### config.mk
export PLATFORM = sky130hd
export DESIGN_NAME = chain_adc_reader
export DESIGN_NICKNAME = d
export VERILOG_FILES = /design/src/rtl/chain_adc_reader.sv
export SDC_FILE = /design/constraint.sdc
export NUM_CORES = 1
export LEC_CHECK = 0
export BUFFER_PORTS_ARGS = -buffer_cell sky130_fd_sc_hd__buf_4
export CORE_MARGIN = 4
export CORE_UTILIZATION = 61
export DETAILED_ROUTE_END_ITERATION = 7
export GPL_ROUTABILITY_DRIVEN = 0
export PLACE_DENSITY_LB_ADDON = 0.2
export SYNTH_ARGS = -nofsm -noshare
export SYNTH_HDL_FRONTEND = slang
export SYNTH_SLANG_ARGS = --single-unit
### constraint.sdc
create_clock -name clk -period 3.5 [get_ports clk]
set_clock_uncertainty 0.05 [all_clocks]
set_input_delay 0.7 -clock clk [delete_from_list [all_inputs] [get_ports clk]]
set_output_delay 0.7 -clock clk [all_outputs]
set_load 0.03 [all_outputs]
### src/rtl/chain_adc_reader.sv
module chain_adc_reader #(
  parameter int NUM_DEV     = 2,
  parameter int WORD_BITS   = 18,
  parameter int CONV_CYCLES = 20,
  parameter int SCK_HALF    = 2,
  parameter bit SAMPLE_FALL = 1'b1
) (
  input  logic                           clk,
  input  logic                           rst_n,
  input  logic                           start,
  input  logic                           adc_sdo,
  output logic                           cnv,
  output logic                           sck,
  output logic                           busy,
  output logic                           valid,
  output logic [NUM_DEV*WORD_BITS-1:0]   words
);

  localparam int TOTAL = NUM_DEV * WORD_BITS;
  localparam int CW    = $clog2(CONV_CYCLES + 1);
  localparam int DW    = $clog2(SCK_HALF + 1);
  localparam int BW    = $clog2(TOTAL + 1);

  typedef enum logic [1:0] {ST_IDLE, ST_CONV, ST_READ} state_t;

  state_t           state;
  logic [CW-1:0]    conv_cnt;
  logic [DW-1:0]    div_cnt;
  logic [BW-1:0]    bit_cnt;
  logic             sck_q, cnv_q, valid_q;
  logic [TOTAL-1:0] shreg, shreg_nxt, word_map, words_q;

  wire tick      = (state == ST_READ) && (div_cnt == DW'(SCK_HALF - 1));
  wire fall_tick = tick && sck_q;
  wire rise_tick = tick && !sck_q;
  wire sample    = SAMPLE_FALL ? fall_tick : rise_tick;
  wire last      = fall_tick && (bit_cnt == BW'(TOTAL - 1));

  assign shreg_nxt = sample ? {shreg[TOTAL-2:0], adc_sdo} : shreg;

  for (genvar i = 0; i < NUM_DEV; i++) begin : g_map
    assign word_map[i*WORD_BITS +: WORD_BITS] = shreg_nxt[TOTAL-1-i*WORD_BITS -: WORD_BITS];
  end

  always_ff @(posedge clk) begin
    if (!rst_n) begin
      state    <= ST_IDLE;
      conv_cnt <= '0;
      div_cnt  <= '0;
      bit_cnt  <= '0;
      sck_q    <= 1'b0;
      cnv_q    <= 1'b0;
      valid_q  <= 1'b0;
      shreg    <= '0;
      words_q  <= '0;
    end else begin
      valid_q <= 1'b0;
      shreg   <= shreg_nxt;
      case (state)
        ST_IDLE: if (start) begin
          state    <= ST_CONV;
          cnv_q    <= 1'b1;
          conv_cnt <= '0;
        end
        ST_CONV: if (conv_cnt == CW'(CONV_CYCLES - 1)) begin
          state   <= ST_READ;
          div_cnt <= '0;
          bit_cnt <= '0;
        end else begin
          conv_cnt <= conv_cnt + 1'b1;
        end
        ST_READ: if (tick) begin
          div_cnt <= '0;
          sck_q   <= !sck_q;
          if (fall_tick) bit_cnt <= bit_cnt + 1'b1;
          if (last) begin
            state   <= ST_IDLE;
            cnv_q   <= 1'b0;
            valid_q <= 1'b1;
            words_q <= word_map;
          end
        end else begin
          div_cnt <= div_cnt + 1'b1;
        end
        default: state <= ST_IDLE;
      endcase
    end
  end

  assign cnv   = cnv_q;
  assign sck   = sck_q;
  assign busy  = (state != ST_IDLE);
  assign valid = valid_q;
  assign words = words_q;

  logic [BW-1:0] pulse_cnt;
  always_ff @(posedge clk) begin
    if (!rst_n)                        pulse_cnt <= '0;
    else if (state == ST_IDLE && start) pulse_cnt <= '0;
    else if (rise_tick)                pulse_cnt <= pulse_cnt + 1'b1;
  end

  assert_cnv_rise_sck_low_R1: assert property (@(posedge clk) disable iff (!rst_n)
    $rose(cnv) |-> !sck);
  assert_sck_inside_cnv_R2: assert property (@(posedge clk) disable iff (!rst_n)
    sck |-> cnv);
  assert_busy_matches_cnv_R2: assert property (@(posedge clk) disable iff (!rst_n)
    busy |-> cnv);
  assert_pulse_count_R4: assert property (@(posedge clk) disable iff (!rst_n)
    valid |-> (pulse_cnt == BW'(TOTAL)));
  assert_valid_single_R7: assert property (@(posedge clk) disable iff (!rst_n)
    valid |=> !valid);
  assert_valid_cnv_low_R7: assert property (@(posedge clk) disable iff (!rst_n)
    valid |-> !cnv);
  assert_words_hold_R8: assert property (@(posedge clk) disable iff (!rst_n)
    !valid |-> $stable(words));
  assert_start_ignored_R9: assert property (@(posedge clk) disable iff (!rst_n)
    (cnv && start) |=> (cnv || valid));

endmodule

==> flow_metrics.py <==
metrics = {
    "global_route": {
        "groute.usage.overall_pct": 21.6,
        "initial_antenna_violation_count": 0,
        "grt_max_degree": 47,
        "first_global_vias": 2823,
        "grt_overflow_total": 0,
        "grt_first_pass_wirelength_mm": 13.0,
    },
    "yosys": {
        "netlist.top_cell.by_area": "dfxtp_1",
        "synthArstFlopShare_pct": 0,
        "top_count_cell_post_synth": "dfxtp_1",
        "synth_largest_type_area_fraction_pct": 49.0,
        "postSynth.topFlopCell": "dfxtp_1",
        "synth_area_per_cell_sq_um": 8.65,
        "ys_top_cells_by_area": "dfxtp_1 49%, mux2i_1 10%, nand2_1 8.8%",
        "synth-seq-cells": 89,
        "netlist_area_sq_um": 3630,
        "postSynthNetCount": 426,
        "synth.lib_cells_used.distinct": 37,
        "post_synth_most_frequent_cells": "89 x dfxtp_1, 85 x nand2_1, 42 x a21oi_1",
        "yosys_warnings": 0,
        "syn_inst": 420,
        "synth_enable_flop_cells": 0,
        "part_of_the_yosys_area_used_for_sequential_elements_pct": 49.0,
    },
    "timing": {
        "fmax_ghz": 0.424,
        "setup-violations-final": 0,
        "fin_tns_setup_ns": 0,
        "rsz0062_at_grt": "no",
        "final_hold_viol_count": 0,
        "fin_crit_sh_pct": 67.5,
        "finalWorstSetupSlack_ns": 1.14,
        "timing_worst_slew_pin_value_ns": 1.02,
        "drv_slew": 0,
        "timing.max_slew.rel_slack_pct": 31.6,
        "fin_crit_ns": 2.36,
    },
    "routing": {
        "drt.antenna.violating_nets": 0,
        "dr_total_vias": 3036,
        "detail_route.iter0.violations": 187,
        "routedWlPerCell_um": 14.3,
        "dr.pass1.iters": 5,
        "wirelength_mm": 7.47,
        "post-route-drc-count": 0,
        "viasPerCell": 5.83,
    },
    "placement": {
        "worst_setup_slack_before_clock_tree_synthesis_ns": 1.32,
        "placement.io_buffers": 43,
        "postPlaceCellArea_sq_um": 3920,
        "detailedPlacementHpwl_mm": 4.59,
    },
    "critical_path": {
        "critPathMaxFanout": 29,
        "worst_setup_path_end_kind": "output port",
        "rr_startpoint": "state[1]",
        "critPathLaunch": "sck",
        "path_class": "register to output port",
        "cp-start-kind": "register",
        "cp_data_required_time_ns": 2.75,
        "reg2reg_setup_slack_ns": 1.36,
        "worst-endpoint-arrival_ns": 1.61,
    },
    "floorplan": {
        "design.core.area_sq_um": 5640,
        "initial_utilization_pct": 64.4,
        "die_height_um": 85.2,
        "die_width_um": 85.2,
        "dieArea_sq_um": 7260,
        "number_of_standard_cell_rows_in_the_floorplan": 27,
        "ioPinCount": 44,
    },
    "finish": {
        "fill_cells": 427,
        "multi_input_area_sq_um": 1670,
        "sequential_cell_area_sq_um": 1780,
        "area_growth_syn_to_layout_pct": 14.3,
        "final_nets": 450,
        "stdcell_area_sq_um": 4150,
        "drive_above_1_share_pct": 14.9,
        "diodes": 0,
    },
    "clock_tree": {
        "cts_hold_repair.buffers": 0,
        "htreeDepth": 3,
        "clk_root_buffer_cell": "clkbuf_8",
        "clock_sink_count": 89,
        "clock_latency_ns": 0.34,
        "clock_tree_from_tritoncts": "done",
        "cts_repair_resize_count": 0,
        "clk_pin_slew_worst_paths_ns": 0.08,
        "clock_path_buffers": 2,
        "cts-buffers-inserted": 9,
        "post-cts-setup-buffer-count": 0,
    },
    "pwr": {
        "power-per-cell-area_nw_per_um2": 456,
        "static-leakage-power_nw": 1.41,
        "vdd_drop_max_uv": 309,
    },
    "worst_hold_path": {
        "timing.hold.worst.start": "words[18]",
        "min-delay-path-class": "register to register",
    },
    "status": {
        "outcome": "completed",
    },
    "flow_run": {
        "maxCapViolCount": 0,
    },
}
critical path, cell delays in order (launching register included):
cell and delay (ns):
dfxtp_1 0.64, buf_4 0.40, buf_4 0.22
power breakdown:
| group | total (mW) | internal (mW) | switching, mW | leakage, nW |
|---|---|---|---|---|
| registers | 1.02 | 1.01 | 0.00394 | 0.717 |
| logic | 0.0482 | 0.0132 | 0.0350 | 0.572 |
| clock network | 0.827 | 0.475 | 0.351 | 0.118 |
| total | 1.89 | 1.50 | 0.390 | 1.41 |
final timing paths:
check / endpoint / cells after the start
min reg2reg: words[18] / 2
max: sck / 2
min: words[18] / 2
max reg2reg: shreg[5] / 4
registers in the layout (all words and copies together) (netlist names), 2 cells and up:
name	count
shreg	35
div_cnt	2
conv_cnt	5
state	2
words	36
bit_cnt	6
through the flow:
step                      hold WS, ns  cells  total power, mW  util (%)
after floorplan                 0.384    420             1.08         -
after global placement          0.392    505             1.09      69.5
after detailed placement        0.397    505             1.09      69.5
after CTS                       0.417    521             1.91      73.6
after global routing            0.431    521             1.96      73.6
final                           0.411    521             1.89      73.6
cell type report:
class,instances,area share [%]
inverters,3,0.271
clock buffers,11,3.16
clock inverters,5,2.50
multi-input cells,292,40.2
well taps,72,2.17
repair buffers,49,8.86
flip-flops and latches,89,42.9
cell families (layout without fill, tap and decap cells):
| family | Yosys count | count (layout) | share of synthesized area, % |
|---|---|---|---|
| flops | 89 | 89 | 49.0 |
| simple gates | 158 | 158 | 21.0 |
| mux | 37 | 37 | 10.2 |
| compound gates | 95 | 95 | 14.0 |
| fa+ha+maj | 2 | 2 | 0.688 |
| buf+inv | 39 | 68 | 5.09 |
layout by cell type, fill, tap and decap left out, drive strengths merged, types with 3 or more instances in the layout:
cell	netlist	final
dfxtp	89	89
nand2	85	85
buf	8	49
a21oi	42	42
o21ai	42	42
nand3	39	39
mux2i	37	37
clkbuf	28	11
nand2b	7	7
nor2	5	5
nand3b	3	3
inv	3	3
nor4	3	3
o22ai	3	3
or3	3	3
bufinv	0	3
per-layer routing:
layer / global-route usage, % / vias up / routed length [um]
met5: 0 / - / 0
met4: 7.63 / 0 / 50
met3: 5.05 / 4 / 307
met2: 34.4 / 70 / 3700
met1: 28.9 / 1452 / 3410
li1: - / 1510 / -
Note: power is estimated with default switching activity, not from simulation.
